===== config.mk =====
export PLATFORM = sky130hd
export DESIGN_NAME = dds_prog_seq
export DESIGN_NICKNAME = d
export VERILOG_FILES = /design/src/rtl/dds_seq_pkg.sv /design/src/rtl/dds_frame_builder.sv /design/src/rtl/dds_interval_timer.sv /design/src/rtl/dds_prog_seq.sv
export SDC_FILE = /design/constraint.sdc
export NUM_CORES = 1
export LEC_CHECK = 0
export ABC_CLOCK_PERIOD_IN_PS = 3400
export BUFFER_PORTS_ARGS = -buffer_cell sky130_fd_sc_hd__buf_4
export CAP_MARGIN = 20
export CELL_PAD_IN_SITES_DETAIL_PLACEMENT = 2
export CELL_PAD_IN_SITES_GLOBAL_PLACEMENT = 2
export CORE_MARGIN = 5
export CORE_UTILIZATION = 35
export DETAILED_ROUTE_END_ITERATION = 12
export GPL_TIMING_DRIVEN = 1
export PLACE_DENSITY_LB_ADDON = 0.1
export SLEW_MARGIN = 20
export SYNTH_ARGS = -nofsm -noshare
export SYNTH_HDL_FRONTEND = slang
export SYNTH_SLANG_ARGS = --single-unit

===== constraint.sdc =====
create_clock -name clk -period 3.4 [get_ports clk]
set_input_delay 0.68 -clock clk [delete_from_list [all_inputs] [get_ports clk]]
set_output_delay 0.68 -clock clk [all_outputs]
set_load 0.03 [all_outputs]

===== src/rtl/dds_seq_pkg.sv =====
`timescale 1ns/1ps
package dds_seq_pkg;

  localparam int FTW_W      = 32;
  localparam int PH_W       = 5;
  localparam int BUS_W      = 8;
  localparam int FRAME_BITS = FTW_W + 2 + 1 + PH_W;
  localparam int BYTE_COUNT = FRAME_BITS / BUS_W;
  localparam int IDX_W      = $clog2(FRAME_BITS);

  typedef enum logic [2:0] {
    ST_IDLE,
    ST_SETUP,
    ST_WHIGH,
    ST_WLOW,
    ST_FDLY,
    ST_FHIGH,
    ST_FLOW
  } seq_state_e;

  typedef struct packed {
    logic [PH_W-1:0]  phase;
    logic             pdn;
    logic [FTW_W-1:0] ftw;
  } dds_req_t;

endpackage


===== src/rtl/dds_frame_builder.sv =====
`timescale 1ns/1ps
module dds_frame_builder
  import dds_seq_pkg::*;
(
  input  dds_req_t         req,
  input  logic [IDX_W-1:0] item_idx,
  input  logic             par_mode,
  input  logic             entry_phase,
  output logic [BUS_W-1:0] bus_val
);

  localparam logic [BUS_W-1:0] ENTRY_WORD = BUS_W'(3'b011);
  localparam int               BSEL_W     = $clog2(BYTE_COUNT);

  logic [FRAME_BITS-1:0] frame;
  logic [BUS_W-1:0]      par_bytes [BYTE_COUNT];
  logic                  ser_bit;

  // control bits are forced to zero in both layouts
  assign frame        = {req.phase, req.pdn, 2'b00, req.ftw};
  assign par_bytes[0] = {req.phase, req.pdn, 2'b00};

  generate
    for (genvar k = 1; k < BYTE_COUNT; k++) begin : g_ftw_byte
      assign par_bytes[k] = req.ftw[FTW_W-BUS_W*k +: BUS_W];
    end
  endgenerate

  assign ser_bit = frame[item_idx];

  always_comb begin
    if (entry_phase) begin
      bus_val = ENTRY_WORD;
    end else if (par_mode) begin
      if (item_idx < IDX_W'(BYTE_COUNT)) bus_val = par_bytes[item_idx[BSEL_W-1:0]];
      else                               bus_val = '0;
    end else begin
      bus_val = {ser_bit, {(BUS_W-1){1'b0}}};
    end
  end

endmodule


===== src/rtl/dds_interval_timer.sv =====
`timescale 1ns/1ps
module dds_interval_timer #(
  parameter int CW = 4
) (
  input  logic          clk,
  input  logic          rst_n,
  input  logic          load,
  input  logic [CW-1:0] load_val,
  output logic          expired
);

  logic [CW-1:0] cnt_q;
  logic [CW-1:0] cnt_d;
  logic          cnt_en;

  always_comb begin
    cnt_en = load || (cnt_q != '0);
    cnt_d  = load ? load_val : cnt_q - CW'(1);
  end

  always_ff @(posedge clk or negedge rst_n) begin
    if (!rst_n)      cnt_q <= '0;
    else if (cnt_en) cnt_q <= cnt_d;
  end

  assign expired = (cnt_q == '0);

  assert_timer_rest_R7: assert property (@(posedge clk) disable iff (!rst_n)
    (!load && cnt_q == '0) |=> (cnt_q == '0));

endmodule


===== src/rtl/dds_prog_seq.sv =====
`timescale 1ns/1ps
module dds_prog_seq
  import dds_seq_pkg::*;
#(
  parameter int SETUP_CYC = 1,
  parameter int WHIGH_CYC = 1,
  parameter int WLOW_CYC  = 1,
  parameter int FDLY_CYC  = 2,
  parameter int FHIGH_CYC = 2,
  parameter int FLOW_CYC  = 2
) (
  input  logic             clk,
  input  logic             rst_n,
  input  logic             start,
  input  logic             par_mode,
  input  logic [31:0]      ftw_in,
  input  logic [4:0]       phase_in,
  input  logic             pdn_in,
  output logic             busy,
  output logic             done,
  output logic             wclk,
  output logic             fqud,
  output logic [7:0]       dbus
);

  localparam int MAX_A = (SETUP_CYC > WHIGH_CYC) ? SETUP_CYC : WHIGH_CYC;
  localparam int MAX_B = (WLOW_CYC  > FDLY_CYC)  ? WLOW_CYC  : FDLY_CYC;
  localparam int MAX_C = (FHIGH_CYC > FLOW_CYC)  ? FHIGH_CYC : FLOW_CYC;
  localparam int MAX_AB = (MAX_A > MAX_B) ? MAX_A : MAX_B;
  localparam int MAX_CYC = (MAX_AB > MAX_C) ? MAX_AB : MAX_C;
  localparam int CW = $clog2(MAX_CYC + 1) + 1;
  localparam logic [IDX_W-1:0] LAST_SER = IDX_W'(FRAME_BITS - 1);
  localparam logic [IDX_W-1:0] LAST_PAR = IDX_W'(BYTE_COUNT - 1);

  seq_state_e       state_q, state_d;
  logic [IDX_W-1:0] idx_q, idx_d;
  logic             entry_q, entry_d;
  logic             ser_on_q, ser_on_d;
  logic             mode_q, mode_d;
  dds_req_t         req_q, req_d;
  logic             req_en;

  logic             tmr_load;
  logic [CW-1:0]    tmr_val;
  logic             tmr_exp;
  logic [IDX_W-1:0] last_idx;
  logic [BUS_W-1:0] bus_next;
  logic             data_en;
  logic             done_d;

  dds_interval_timer #(.CW(CW)) u_timer (
    .clk      (clk),
    .rst_n    (rst_n),
    .load     (tmr_load),
    .load_val (tmr_val),
    .expired  (tmr_exp)
  );

  dds_frame_builder u_builder (
    .req         (req_d),
    .item_idx    (idx_d),
    .par_mode    (mode_d),
    .entry_phase (entry_d),
    .bus_val     (bus_next)
  );

  always_comb begin
    if (entry_q)     last_idx = '0;
    else if (mode_q) last_idx = LAST_PAR;
    else             last_idx = LAST_SER;
  end

  // next-state process
  always_comb begin
    state_d  = state_q;
    idx_d    = idx_q;
    entry_d  = entry_q;
    ser_on_d = ser_on_q;
    mode_d   = mode_q;
    req_d    = req_q;
    req_en   = 1'b0;
    done_d   = 1'b0;
    unique case (state_q)
      ST_IDLE: begin
        if (start) begin
          req_en  = 1'b1;
          req_d   = '{phase: phase_in, pdn: pdn_in, ftw: ftw_in};
          mode_d  = par_mode;
          entry_d = !par_mode && !ser_on_q;
          idx_d   = '0;
          state_d = ST_SETUP;
        end
      end
      ST_SETUP: if (tmr_exp) state_d = ST_WHIGH;
      ST_WHIGH: if (tmr_exp) state_d = ST_WLOW;
      ST_WLOW: begin
        if (tmr_exp) begin
          if (idx_q == last_idx) begin
            state_d = ST_FDLY;
          end else begin
            idx_d   = idx_q + IDX_W'(1);
            state_d = ST_SETUP;
          end
        end
      end
      ST_FDLY:  if (tmr_exp) state_d = ST_FHIGH;
      ST_FHIGH: if (tmr_exp) state_d = ST_FLOW;
      ST_FLOW: begin
        if (tmr_exp) begin
          if (entry_q) begin
            entry_d  = 1'b0;
            ser_on_d = 1'b1;
            idx_d    = '0;
            state_d  = ST_SETUP;
          end else begin
            done_d  = 1'b1;
            state_d = ST_IDLE;
          end
        end
      end
      default: state_d = ST_IDLE;
    endcase
  end

  // timer reload on every state change with the new state's interval
  always_comb begin
    tmr_load = (state_d != state_q);
    unique case (state_d)
      ST_SETUP: tmr_val = CW'(SETUP_CYC - 1);
      ST_WHIGH: tmr_val = CW'(WHIGH_CYC - 1);
      ST_WLOW:  tmr_val = CW'(WLOW_CYC  - 1);
      ST_FDLY:  tmr_val = CW'(FDLY_CYC  - 1);
      ST_FHIGH: tmr_val = CW'(FHIGH_CYC - 1);
      ST_FLOW:  tmr_val = CW'(FLOW_CYC  - 1);
      default:  tmr_val = '0;
    endcase
  end

  assign data_en = (state_d == ST_SETUP) && (state_q != ST_SETUP);

  // register process
  always_ff @(posedge clk or negedge rst_n) begin
    if (!rst_n) begin
      state_q  <= ST_IDLE;
      idx_q    <= '0;
      entry_q  <= 1'b0;
      ser_on_q <= 1'b0;
      mode_q   <= 1'b0;
      busy     <= 1'b0;
      done     <= 1'b0;
      wclk     <= 1'b0;
      fqud     <= 1'b0;
    end else begin
      state_q  <= state_d;
      idx_q    <= idx_d;
      entry_q  <= entry_d;
      ser_on_q <= ser_on_d;
      mode_q   <= mode_d;
      busy     <= (state_d != ST_IDLE);
      done     <= done_d;
      wclk     <= (state_d == ST_WHIGH);
      fqud     <= (state_d == ST_FHIGH);
    end
  end

  always_ff @(posedge clk or negedge rst_n) begin
    if (!rst_n)      req_q <= '0;
    else if (req_en) req_q <= req_d;
  end

  always_ff @(posedge clk or negedge rst_n) begin
    if (!rst_n)       dbus <= '0;
    else if (data_en) dbus <= bus_next;
  end

  assert_strobe_excl_R10: assert property (@(posedge clk) disable iff (!rst_n)
    !(wclk && fqud));

  assert_data_hold_R6: assert property (@(posedge clk) disable iff (!rst_n)
    wclk |-> $stable(dbus));

  assert_ctrl_ser_zero_R4: assert property (@(posedge clk) disable iff (!rst_n)
    (wclk && !mode_q && !entry_q && (idx_q == IDX_W'(32) || idx_q == IDX_W'(33)))
      |-> (dbus[7] == 1'b0));

  assert_ctrl_par_zero_R4: assert property (@(posedge clk) disable iff (!rst_n)
    (wclk && mode_q && idx_q == '0) |-> (dbus[1:0] == 2'b00));

  assert_entry_once_R5: assert property (@(posedge clk) disable iff (!rst_n)
    entry_q |-> !ser_on_q);

  assert_start_ignored_R8: assert property (@(posedge clk) disable iff (!rst_n)
    (start && busy) |=> $stable(req_q));

  assert_strobe_in_busy_R8: assert property (@(posedge clk) disable iff (!rst_n)
    (wclk || fqud) |-> busy);

  assert_done_pulse_R9: assert property (@(posedge clk) disable iff (!rst_n)
    done |=> !done);

endmodule


==> results of run 1 <==
## worst max-delay path, delay by kind of cell (launching register included)
family                   cells  cell delay (ns)
AO/OA/AOI/OAI                5             1.19
adder cells (fa/ha/maj)      2             0.43
AND/OR/NAND/NOR              2             0.38
flip-flops                   1             0.37
multiplexers                 2             0.33
buffers and inverters        2             0.32
## worst max-delay path by stage
stage	slack, ns	to	cells after the start	from
finish	0.32	dbus[7]	13	u_timer.cnt_q[0]
global route	0.13	dbus[7]	12	u_timer.cnt_q[0]
CTS	0.32	dbus[7]	13	u_timer.cnt_q[0]
detailed placement	0.32	dbus[7]	13	u_timer.cnt_q[0]
global placement	0.38	dbus[7]	13	u_timer.cnt_q[0]
floorplan	0.72	dbus[7]	14	u_timer.cnt_q[0]
## synthesized netlist by cell type, types with 5 or more instances
| cell type | number |
|---|---|
| o21ai_0 | 13 |
| and2_1 | 6 |
| o21ai_1 | 5 |
| dfrtp_1 | 65 |
| inv_1 | 30 |
| o211ai_1 | 22 |
| mux2i_1 | 21 |
| a21oi_1 | 13 |
| nor2_1 | 22 |
| buf_2 | 14 |
| nand2_1 | 95 |
| nor3_1 | 5 |
| a31oi_1 | 6 |
| a211oi_1 | 6 |
| nand3_1 | 7 |
## through the flow
step             util  hold slack [ns]  area [sq um]  cells
4_1_cts        0.4327           0.4633          4447    607
5_1_grt        0.4327           0.5030          4447    607
3_3_place_gp   0.4134           0.4532          4249    591
6_report       0.4327           0.4409          4447    607
2_1_floorplan       -           0.3844          3676    408
3_5_place_dp   0.4134           0.4670          4249    591
## final cells by class
type                       count  area [sq um]  share of cell area
clock inverter                 4         52.55             0.01182
clock buffer                  12         145.1             0.03264
tap                          136         170.2             0.03827
sequential                    65          1627              0.3658
inverter                      33         126.4             0.02842
multi-input combinational    285          1785              0.4015
timing repair buffer          72         540.5              0.1216
## metal layers
metal | routed length (microns) | GRT usage | share of wire
met5 | 0 | 0 | 0
met4 | 93 | 0.04167 | 0.0082
met3 | 328 | 0.03827 | 0.029
met2 | 5865 | 0.3246 | 0.51
met1 | 5106 | 0.2336 | 0.45
## layout by cell type, fill, tap and decap left out, types with 6 or more instances in the layout
cell       n
nand2_1   95
buf_4     72
dfrtp_1   65
inv_1     30
nor2_1    22
o211ai_1  22
mux2i_1   21
a21oi_1   13
o21ai_0   13
clkbuf_8  10
nand3_1    7
a31oi_1    6
a211oi_1   6
and2_1     6
## registers in the layout (all words and copies together) (netlist names)
register,count
req_q,38
dbus,8
idx_q,6
state_q,3
u_timer.cnt_q,3
busy,1
done,1
entry_q,1
fqud,1
mode_q,1
ser_on_q,1
wclk,1
## power by group through the flow
stage	Combinational (mW)	Clock, mW	Sequential (mW)
floorplan	0.0579	0	0.829
global placement	0.144	0	0.824
detailed placement	0.148	0	0.826
CTS	0.149	0.703	0.810
global route	0.161	0.736	0.813
finish	0.146	0.681	0.810
## logic make-up after synthesis
logic type               after synthesis  share of synthesized area
XOR/XNOR                               1                   0.002383
AO/OA/AOI/OAI                        101                     0.2117
multiplexers                          21                    0.05718
flip-flops                            65                     0.4425
buffers and inverters                 58                    0.07182
AND/OR/NAND/NOR                      158                     0.2008
adder cells (fa/ha/maj)                4                    0.01362
==> metrics.csv, run 1 <==
stage,metric,value,unit
cts,Resized Gates After CTS,0,
pwr,Net Sw Frac,0.2513,
sta,Final min period,3.077,ns
placed_design,IO Port Bufs,53,
route,DR vias/cell,5.306,
logic_synthesis,Synth top area share,0.4425,
route,routed wire length,11390,microns
die,I/O pin cnt,54,
sta,clock skew,0.01367,ns
worst_setup_path,Critical Path RT,3.69,ns
placed_design,Final Wtd Congestion,0.8140,
grt,initial antenna violation count,0,
min_path,HP Class,in -> async,
worst_setup_path,Critical Path AT,3.37,ns
worst_setup_path,CP max stage cell,a221o_1,
cts,Clock Tree Root,clkbuf_8,
pwr,power after layout,1.637,mW
sta,RSZ-0062 raised after global routing,false,
logic_synthesis,Yosys reg bits,65,
logic_synthesis,Post-synth EDFFs,0,
die,Starting Density,0.3577,
cts,cts hold-fix bufs,0,
pwr,leakage power,2.149,nW
sta,fin. max-slew vios,0,
die,die area,12650,sq um
die,Die Wd,112.5,microns
worst_setup_path,crit-path max FO,31,
grt,number of global-route vias before repair,3585,
worst_setup_path,Critical R2R Launch,u_timer.cnt_q[0],
grt,first-pass GRT wire length,18690,microns
worst_setup_path,R2R depth,13,
cts,Post-CTS Setup Bufs,0,
logic_synthesis,sequential-to-total area share from yosys stat,0.4425,
logic_synthesis,yosys warns,0,
sta,Slew @ Worst Pin,0.9104,ns
route,drt initial violations,149,
final_layout,share of cells above drive strength 1,0.2166,
pwr,maximum VDD drop,159.9,uV
worst_setup_path,CP endpoint kind,flop,
cts,Max clock buf depth,2,
cts,CTS Buf Count,9,
die,core box area,10280,sq um
grt,largest net degree at the start of global routing,66,
worst_setup_path,Reg2Reg Capture Point,dbus[7],
sta,Setup TNS,0,ns
route,drt pass-1 iters,4,
logic_synthesis,"Async S/R FF share, synth",1.000,
logic_synthesis,syn_area_per_cell,9.010,sq um
final_layout,Area Growth Syn to Fin,20.97,%
worst_setup_path,Startpoint Class,flop,
outcome,outcome,finished clean,
sta,Fmax,325.0,MHz
pwr,Power per Cell Area,368.1,nW/um^2
pwr,clock share of power,0.416,
final_layout,# diodes,0,
cts,clk sinks,65,
final_layout,fill count,1175,
sta,Final Cycle Share,0.9050,
logic_synthesis,post-synth cell types,63,
logic_synthesis,top_reg_cell synth,dfrtp_1,
cts,CTS HTree Levels,3,
grt,global-route usage over all layers,0.1848,
worst_setup_path,R2R Setup Slk,0.32,ns
final_layout,Final nets,512,
placed_design,DPL Wire Length,8476,microns
worst_setup_path,crit path kind,reg -> reg,
cts,clock slew at reported path FFs,0.08,ns
die,chip height,112.5,microns
cts,Worst-Skew Late Latency,0.35,ns
sta,Max-slew headroom,0.3867,
pwr,logic gate share of total power,0.089,
pwr,Sw Pwr,0.4112,mW
placed_design,pre-CTS WS,0.3210,ns
sta,Final Hold Viols,0,
pwr,internal power,1.225,mW
route,Routed WL per cell,18.77,microns
logic_synthesis,Yosys top cell by area,dfrtp_1,
sta,Setup WS post-layout,0.3231,ns
route,DRC viols,0,
run,Max Cap Viol,0,
sta,# setup viols final,0,
grt,grt ovf,0,
logic_synthesis,Syn Inst Count,408,
logic_synthesis,Synth area leaders,"dfrtp_1, nand2_1, mux2i_1, o211ai_1, inv_1",
worst_setup_path,worst-path cell chain,"inv_1, ha_1, ha_1, and4b_1, a221o_1, o21ai_4, a21oi_4, inv_4, mux2i_1, mux2i_1, a221o_1, nand4b_1, a41o_1",
route,Post-DRT Antenna Nets,0,
die,Rows,37,
route,vias,3221,
pwr,part of the power in registers,0.495,
worst_setup_path,"slowest stage delay, CP",0.43,ns
cts,clock tree from TritonCTS,yes,
logic_synthesis,post-synthesis cell area,3676,sq um
logic_synthesis,syn nets,454,
(Power assumes the default switching activity.)
==> run 2: changes to the inputs <==
--- a/config.mk
+++ b/config.mk
@@ -5,7 +5,7 @@
 export SDC_FILE = /design/constraint.sdc
 export NUM_CORES = 1
 export LEC_CHECK = 0
-export ABC_CLOCK_PERIOD_IN_PS = 3400
+export ABC_CLOCK_PERIOD_IN_PS = 2800
 export BUFFER_PORTS_ARGS = -buffer_cell sky130_fd_sc_hd__buf_4
 export CAP_MARGIN = 20
 export CELL_PAD_IN_SITES_DETAIL_PLACEMENT = 2
@@ -18,4 +18,5 @@
 export SLEW_MARGIN = 20
 export SYNTH_ARGS = -nofsm -noshare
 export SYNTH_HDL_FRONTEND = slang
+export SYNTH_HIERARCHICAL = 1
 export SYNTH_SLANG_ARGS = --single-unit
==> constraint.sdc (replaced) <==
create_clock -name clk -period 2.8 [get_ports clk]
set_input_delay 0.56 -clock clk [delete_from_list [all_inputs] [get_ports clk]]
set_output_delay 0.56 -clock clk [all_outputs]
set_load 0.03 [all_outputs]
==> metrics.csv, run 2 <==
stage,metric,value,unit,change
route,routed wire length,12910,microns,+13%
sta,clock skew,0.008642,ns,-0.005032 ns
logic_synthesis,syn_area_per_cell,11.57,sq um,+28%
logic_synthesis,Synth top area share,0.4041,,-0.03837
logic_synthesis,Yosys top cell by area,dfrtp_1,,
worst_setup_path,R2R Setup Slk,-0.38,ns,-0.70 ns
grt,first-pass GRT wire length,20200,microns,+8.1%
placed_design,DPL Wire Length,9168,microns,+8.2%
grt,number of global-route vias before repair,3716,,+3.7%
logic_synthesis,post-synth cell types,55,,-13%
logic_synthesis,Yosys reg bits,65,,unchanged
sta,Final min period,3.177,ns,+0.1005 ns
route,vias,3297,,+2.4%
logic_synthesis,Syn Inst Count,348,,-15%
final_layout,Area Growth Syn to Fin,40.04,%,
cts,clk sinks,65,,unchanged
route,DR vias/cell,5.352,,+0.86%
cts,CTS HTree Levels,3,,unchanged
logic_synthesis,sequential-to-total area share from yosys stat,0.4041,,-0.03837
final_layout,final cell count without fillers,616,,+1.5%
cts,clock slew at reported path FFs,0.06,ns,-0.02 ns
final_layout,fill count,1128,,-4.0%
sta,RSZ-0062 raised after global routing,true,,
sta,Setup TNS,-1.750,ns,-1.750 ns
sta,Setup WS post-layout,-0.3774,ns,-0.7005 ns
worst_setup_path,crit-path max FO,6,,-81%
die,I/O pin cnt,54,,unchanged
final_layout,"most common cell after layout, fill and taps aside",buf_4,,
min_path,HP Class,in -> async,,
sta,fin. max-slew vios,0,,unchanged
grt,grt ovf,0,,unchanged
die,Rows,39,,+5.4%
logic_synthesis,"Async S/R FF share, synth",1.000,,unchanged
sta,Fmax,314.7,MHz,-3.2%
route,Post-DRT Antenna Nets,0,,unchanged
grt,global-route usage over all layers,0.1969,,+0.01214
logic_synthesis,yosys warns,6,,+6
cts,Worst-Skew Late Latency,0.34,ns,about the same
final_layout,biggest regs,"req_q: 38 flops, dbus: 8 flops, idx_q: 6 flops",,
outcome,outcome,"finished, violations left",,
sta,Final Cycle Share,1.135,,+0.2298
cts,clock tree from TritonCTS,yes,,
cts,cts hold-fix bufs,0,,unchanged
worst_setup_path,CP endpoint kind,flop,,
cts,CTS Buf Count,9,,unchanged
sta,Max-slew headroom,0.4160,,+0.02933
pwr,Power per Cell Area,1194,nW/um^2,+220%
logic_synthesis,"top cells by count, synth","mux2_2, dfrtp_1, mux2i_1, nand2_1, nor2_1",,
worst_setup_path,Critical Path AT,3.40,ns,+0.03 ns
grt,initial antenna violation count,0,,unchanged
route,DRC viols,0,,unchanged
die,core box area,11370,sq um,+11%
final_layout,most frequent cells in the layout,"buf_4, mux2_2, dfrtp_1",,
placed_design,Final Wtd Congestion,0.8374,,+2.9%
final_layout,number of flip-flops in the largest register,38,,unchanged
cts,Max clock buf depth,2,,unchanged
run,Max Cap Viol,0,,unchanged
grt,largest net degree at the start of global routing,66,,unchanged
final_layout,largest reg by FF count,req_q,,
final_layout,# diodes,0,,unchanged
die,Starting Density,0.3540,,-0.003660
die,chip height,117.2,microns,+4.2%
sta,Slew @ Worst Pin,0.8760,ns,-0.03437 ns
placed_design,Placed Cells,595,,+0.68%
sta,# setup viols final,8,,+8
worst_setup_path,crit path kind,reg -> reg,,
outcome,failing checks,negative setup slack,,
route,drt pass-1 iters,4,,unchanged
die,die area,13750,sq um,+8.6%
pwr,leakage power,2.456,nW,+14%
logic_synthesis,Post-synth EDFFs,0,,unchanged
logic_synthesis,Synth area leaders,"dfrtp_1, mux2_2, mux4_2, mux2i_1, buf_2",,
route,drt initial violations,129,,-13%
logic_synthesis,post-synthesis cell area,4025,sq um,+9.5%
logic_synthesis,top_reg_cell synth,dfrtp_1,,
worst_setup_path,Startpoint Class,flop,,
placed_design,IO Port Bufs,53,,unchanged
final_layout,Final nets,514,,+0.39%
logic_synthesis,most instantiated library cell after synthesis,mux2_2,,
sta,Final Hold Viols,0,,unchanged
cts,Clock Tree Root,clkbuf_16,,
worst_setup_path,Critical Path RT,3.02,ns,-0.67 ns
die,Die Wd,117.2,microns,+4.2%
route,Routed WL per cell,20.95,microns,+12%
pwr,maximum VDD drop,472.3,uV,+200%
final_layout,share of cells above drive strength 1,0.5856,,+0.3691
-- run 2: path summary, 6_finish.rpt --
| kind | startpoint | end | cells past startpoint |
|---|---|---|---|
| setup / recovery | entry_q | dbus[7] | 12 |
| hold / removal | rst_n | state_q[1] | 1 |
| setup reg to reg | entry_q | dbus[7] | 12 |
| hold reg to reg | ser_on_q | ser_on_q | 1 |
| max in group asynchronous | rst_n | req_q[1] | 1 |
| min in group clk | ser_on_q | ser_on_q | 1 |
-- run 2: per-layer routing --
layer	track usage	up-vias	wire length [microns]
li1	-	1541	-
met1	0.2330	1703	5360
met2	0.3582	37	7035
met3	0.02982	16	252
met4	0.07339	0	260
met5	0	-	0
-- run 2: cell families (layout without fill, tap and decap cells) --
group / count (synthesis) / after routing / share of synthesized area
muxes: 113 / 114 / 0.3401
and+or+nand+nor: 76 / 76 / 0.1038
DFF: 65 / 65 / 0.4041
AOI/OAI and AO/OA: 53 / 53 / 0.09388
buffers and inverters: 33 / 156 / 0.03823
adders and majority gates: 4 / 4 / 0.01243
xor gates and xnor gates: 3 / 3 / 0.006529
other: 1 / 2 / 0.0009317
-- run 2: what timing repair did --
| item | 4_1_cts | 5_1_grt |
|---|---|---|
| setup endpoints to repair | 8 | 8 |
| cloned | 1 | 0 |
| setup buffers | 2 | 2 |
| pin swaps | 6 | 6 |
| resized for setup | 16 | 29 |
-- run 2: final cells by class --
cell class | instances | area (sq um) | area share
multi-input cells | 252 | 2472 | 0.4386
flip-flops and latches | 65 | 1627 | 0.2886
repair buffers | 129 | 996.0 | 0.1767
clock buffers | 10 | 229.0 | 0.04062
well taps | 143 | 178.9 | 0.03174
clock inverters | 6 | 92.59 | 0.01643
inverters | 11 | 41.29 | 0.007325
-- run 2: metrics by stage --
| stage | utilization | cell area (sq um) | total power [mW] | hold slack [ns] | setup WS, ns |
|---|---|---|---|---|---|
| floorplan | - | 4085 | 3.846 | 0.2644 | -0.2756 |
| global placement | 0.4478 | 5091 | 5.037 | 0.4433 | -0.3243 |
| detailed placement | 0.4478 | 5091 | 5.189 | 0.4459 | -0.5257 |
| CTS | 0.4852 | 5517 | 6.612 | 0.3776 | -0.2749 |
| global route | 0.4958 | 5637 | 7.137 | 0.4101 | -0.4804 |
| finish | 0.4958 | 5637 | 6.730 | 0.3279 | -0.3774 |
-- run 2: power breakdown --
| group | leakage (nW) | internal [mW] | switching (mW) |
|---|---|---|---|
| combinational | 1.51 | 2.02 | 1.89 |
| sequential | 0.800 | 1.37 | 0.225 |
| clock | 0.149 | 0.783 | 0.449 |
| total | 2.46 | 4.17 | 2.56 |
-- run 2: worst max-delay path: stages (launching register included) --
cell	delay, ns
dfrtp_1	0.42
inv_2	0.11
ha_4	0.21
or3_4	0.34
nor2_4	0.17
nor3_4	0.08
buf_6	0.13
mux2_4	0.32
mux4_2	0.48
a221oi_4	0.34
nor4_2	0.07
o2bb2ai_1	0.13
mux2_4	0.27
==> run 3: changes to the inputs <==
--- a/config.mk
+++ b/config.mk
@@ -5,13 +5,14 @@
 export SDC_FILE = /design/constraint.sdc
 export NUM_CORES = 1
 export LEC_CHECK = 0
+export ABC_AREA = 1
 export ABC_CLOCK_PERIOD_IN_PS = 2800
 export BUFFER_PORTS_ARGS = -buffer_cell sky130_fd_sc_hd__buf_4
 export CAP_MARGIN = 20
 export CELL_PAD_IN_SITES_DETAIL_PLACEMENT = 2
 export CELL_PAD_IN_SITES_GLOBAL_PLACEMENT = 2
 export CORE_MARGIN = 5
-export CORE_UTILIZATION = 35
+export CORE_UTILIZATION = 29
 export DETAILED_ROUTE_END_ITERATION = 12
 export GPL_TIMING_DRIVEN = 1
 export PLACE_DENSITY_LB_ADDON = 0.1
==> metrics.csv, run 3 <==
stage,metric,value,unit,change
logic_synthesis,post-synth cell types,36,,-35%
sta,fin. max-slew vios,0,,unchanged
die,I/O pin cnt,54,,unchanged
route,drt pass-1 iters,4,,unchanged
worst_setup_path,R2R Setup Slk,-0.005,ns,+0.37 ns
sta,Fmax,356.4,MHz,+13%
logic_synthesis,Yosys top cell by area,dfrtp_1,,
route,DRC viols,0,,unchanged
worst_setup_path,Startpoint Class,flop,,
sta,Slew @ Worst Pin,0.8612,ns,-0.01482 ns
logic_synthesis,"Async S/R FF share, synth",1.000,,unchanged
run,Max Cap Viol,0,,unchanged
logic_synthesis,syn_area_per_cell,6.708,sq um,-42%
grt,first-pass GRT wire length,23700,microns,+17%
logic_synthesis,Syn Inst Count,584,,+68%
logic_synthesis,xor and xnor area share after synthesis,0.004471,,-0.002056
die,core box area,13240,sq um,+16%
cts,Clock Tree Root,clkbuf_16,,
grt,largest net degree at the start of global routing,66,,unchanged
final_layout,share of cells above drive strength 1,0.2547,,-0.3309
die,Starting Density,0.2958,,-0.05820
logic_synthesis,"top cells by count, synth","nand2_1, dfrtp_1, inv_1, nand3_1, nor2_1",,
worst_setup_path,Critical Path RT,3.07,ns,+0.05 ns
placed_design,Final Wtd Congestion,0.8017,,-4.3%
final_layout,"most common cell after layout, fill and taps aside",nand2_1,,
logic_synthesis,post-synthesis compound-gate area fraction,0.06420,,-0.02968
logic_synthesis,most instantiated library cell after synthesis,nand2_1,,
pwr,leakage power,2.958,nW,+20%
worst_setup_path,Critical Path AT,3.07,ns,-0.33 ns
pwr,power after layout,7.012,mW,+4.2%
cts,clock tree from TritonCTS,yes,,
cts,Worst-Skew Late Latency,0.33,ns,about the same
logic_synthesis,Post-synth EDFFs,0,,unchanged
logic_synthesis,Yosys reg bits,65,,unchanged
final_layout,multi-input logic area,2120,sq um,-14%
grt,grt ovf,0,,unchanged
logic_synthesis,Synth top area share,0.4152,,+0.01110
sta,Setup WS post-layout,-0.005469,ns,+0.3719 ns
outcome,outcome,"finished, violations left",,
worst_setup_path,Reg2Reg Capture Point,dbus[7],,
worst_setup_path,crit path kind,reg -> reg,,
worst_setup_path,CP endpoint kind,flop,,
sta,Final Cycle Share,1.002,,-0.1328
die,die area,15930,sq um,+16%
pwr,Power per Cell Area,1298,nW/um^2,+8.7%
logic_synthesis,Post-Synth Simple-Gate Area,0.4187,,+0.3149
final_layout,Final nets,732,,+42%
sta,clock skew,0.005682,ns,-0.002960 ns
grt,initial antenna violation count,0,,unchanged
final_layout,number of flip-flops in the largest register,38,,unchanged
cts,CTS HTree Levels,3,,unchanged
die,chip height,126.2,microns,+7.7%
cts,Max clock buf depth,2,,unchanged
sta,# setup viols final,1,,-7
route,Routed WL per cell,17.48,microns,-17%
logic_synthesis,mux cell area share after synthesis,0,,-0.3401
sta,RSZ-0062 raised after global routing,true,,
route,Post-DRT Antenna Nets,0,,unchanged
final_layout,# diodes,0,,unchanged
grt,number of global-route vias before repair,4688,,+26%
worst_setup_path,CP Launch Point,idx_q[2],,
route,vias,4166,,+26%
logic_synthesis,top_reg_cell synth,dfrtp_1,,
worst_setup_path,R2R depth,22,,+10
die,Rows,42,,+7.7%
route,drt initial violations,144,,+12%
sta,Final Hold Viols,0,,unchanged
final_layout,Area Growth Syn to Fin,37.85,%,
logic_synthesis,largest family of logic cells by synthesized area,simple AND/OR/NAND/NOR gates,,
sta,Final min period,2.805,ns,-0.3719 ns
logic_synthesis,sequential-to-total area share from yosys stat,0.4152,,+0.01110
min_path,HP Class,in -> async,,
placed_design,DPL Wire Length,10920,microns,+19%
cts,clk sinks,65,,unchanged
grt,global-route usage over all layers,0.1846,,-0.01227
final_layout,fill count,1572,,+39%
logic_synthesis,yosys warns,6,,unchanged
worst_setup_path,Critical R2R Launch,idx_q[2],,
cts,clock slew at reported path FFs,0.06,ns,about the same
sta,Max-slew headroom,0.4259,,+0.009882
final_layout,Util after Layout,0.4078,,-0.08798
logic_synthesis,Synth Area in Adders,0.01278,,+0.0003415
final_layout,most frequent cells in the layout,"nand2_1, buf_4, dfrtp_1",,
logic_synthesis,post-synthesis cell area,3918,sq um,-2.7%
route,DR vias/cell,4.805,,-10%
pwr,maximum VDD drop,323.2,uV,-32%
die,Die Wd,126.2,microns,+7.7%
placed_design,IO Port Bufs,53,,unchanged
outcome,failing checks,negative setup slack,,
worst_setup_path,crit-path max FO,13,,+7
route,routed wire length,15150,microns,+17%
logic_synthesis,Synth area leaders,"dfrtp_1, nand2_1, nand3_1, inv_1, o21ai_0",,
final_layout,Reg area,1629,sq um,+0.15%
cts,CTS Buf Count,9,,unchanged
final_layout,largest reg by FF count,req_q,,
final_layout,biggest regs,"req_q: 38 flops, dbus: 8 flops, idx_q: 6 flops",,
[run 3: worst max path at each step]
stage | to | depth (start not counted) | slack [ns]
detailed placement | dbus[5] | 17 | -0.25
finish | dbus[7] | 22 | -0.005
global placement | dbus[5] | 17 | -0.05
CTS | dbus[7] | 27 | 0.002
global route | dbus[7] | 28 | -0.21
floorplan | dbus[7] | 26 | 0.08
[run 3: routing by layer]
layer	track usage	vias up	routed length, microns	part of all wire
met5	0	-	0	0
met4	0.05110	0	423	0.028
met3	0.02964	24	297	0.020
met2	0.3493	56	8225	0.54
met1	0.2139	2068	6207	0.41
li1	-	2018	-	-
[run 3: where the power goes]
| part | internal (mW) | switching [mW] | leakage, nW |
|---|---|---|---|
| Clock | 0.710 | 0.417 | 0.142 |
| Combinational | 1.66 | 2.72 | 1.99 |
| Sequential | 1.32 | 0.178 | 0.823 |
| Total | 3.70 | 3.32 | 2.96 |
[run 3: cells by family (layout without fill, tap and decap cells)]
group | count (synthesis) | after routing
other | 1 | 2
XOR/XNOR | 2 | 2
buffers and inverters | 68 | 174
flip-flops | 65 | 65
AND/OR/NAND/NOR | 400 | 400
adder cells (fa/ha/maj) | 4 | 4
AO/OA/AOI/OAI | 44 | 44
[run 3: what timing repair did]
action | CTS | global route
setup endpoints to repair | 7 | 10
setup buffers | 4 | 7
pin swaps | 2 | 10
hold buffers | 0 | 0
resized for setup | 18 | 34
cloned | 0 | 2
[run 3: cell type report]
class	count	share of cell area
repair buffers	109	0.1691
repair inverters	1	0.002085
inverters	48	0.03869
well taps	176	0.04078
clock inverters	5	0.01019
flip-flops and latches	65	0.3017
multi-input cells	452	0.3925
clock buffers	11	0.04495
[run 3: critical path, stage by stage (launching register included)]
cell and delay (ns):
dfrtp_1 0.41, ha_4 0.26, nor3_4 0.18, nand3_2 0.13
nand2_2 0.11, nand2_2 0.07, nand2_4 0.08, nor2_4 0.04
nor2_4 0.13, buf_12 0.18, buf_12 0.12, inv_8 0.04
o21ai_0 0.20, nand2_1 0.12, nand2_1 0.10, nand2_1 0.06
nand2_1 0.06, nand2_1 0.06, nor2_1 0.09, nor2_1 0.05
nor2_1 0.09, nand3_1 0.09, nand2_1 0.07
[run 3: per-stage QoR]
| stage | instance area (sq um) | hold WS (ns) | setup TNS [ns] | worst slack [ns] | cells |
|---|---|---|---|---|---|
| 4_1_cts | 5175 | 0.3773 | 0 | 0.001841 | 858 |
| 3_5_place_dp | 4780 | 0.4505 | -0.6136 | -0.2543 | 838 |
| 5_1_grt | 5400 | 0.4086 | -0.5515 | -0.2122 | 867 |
| 2_1_floorplan | 3921 | 0.2644 | 0 | 0.07906 | 585 |
| 3_3_place_gp | 4780 | 0.4393 | -0.05099 | -0.05099 | 838 |
| 6_report | 5400 | 0.3272 | -0.005469 | -0.005469 | 867 |
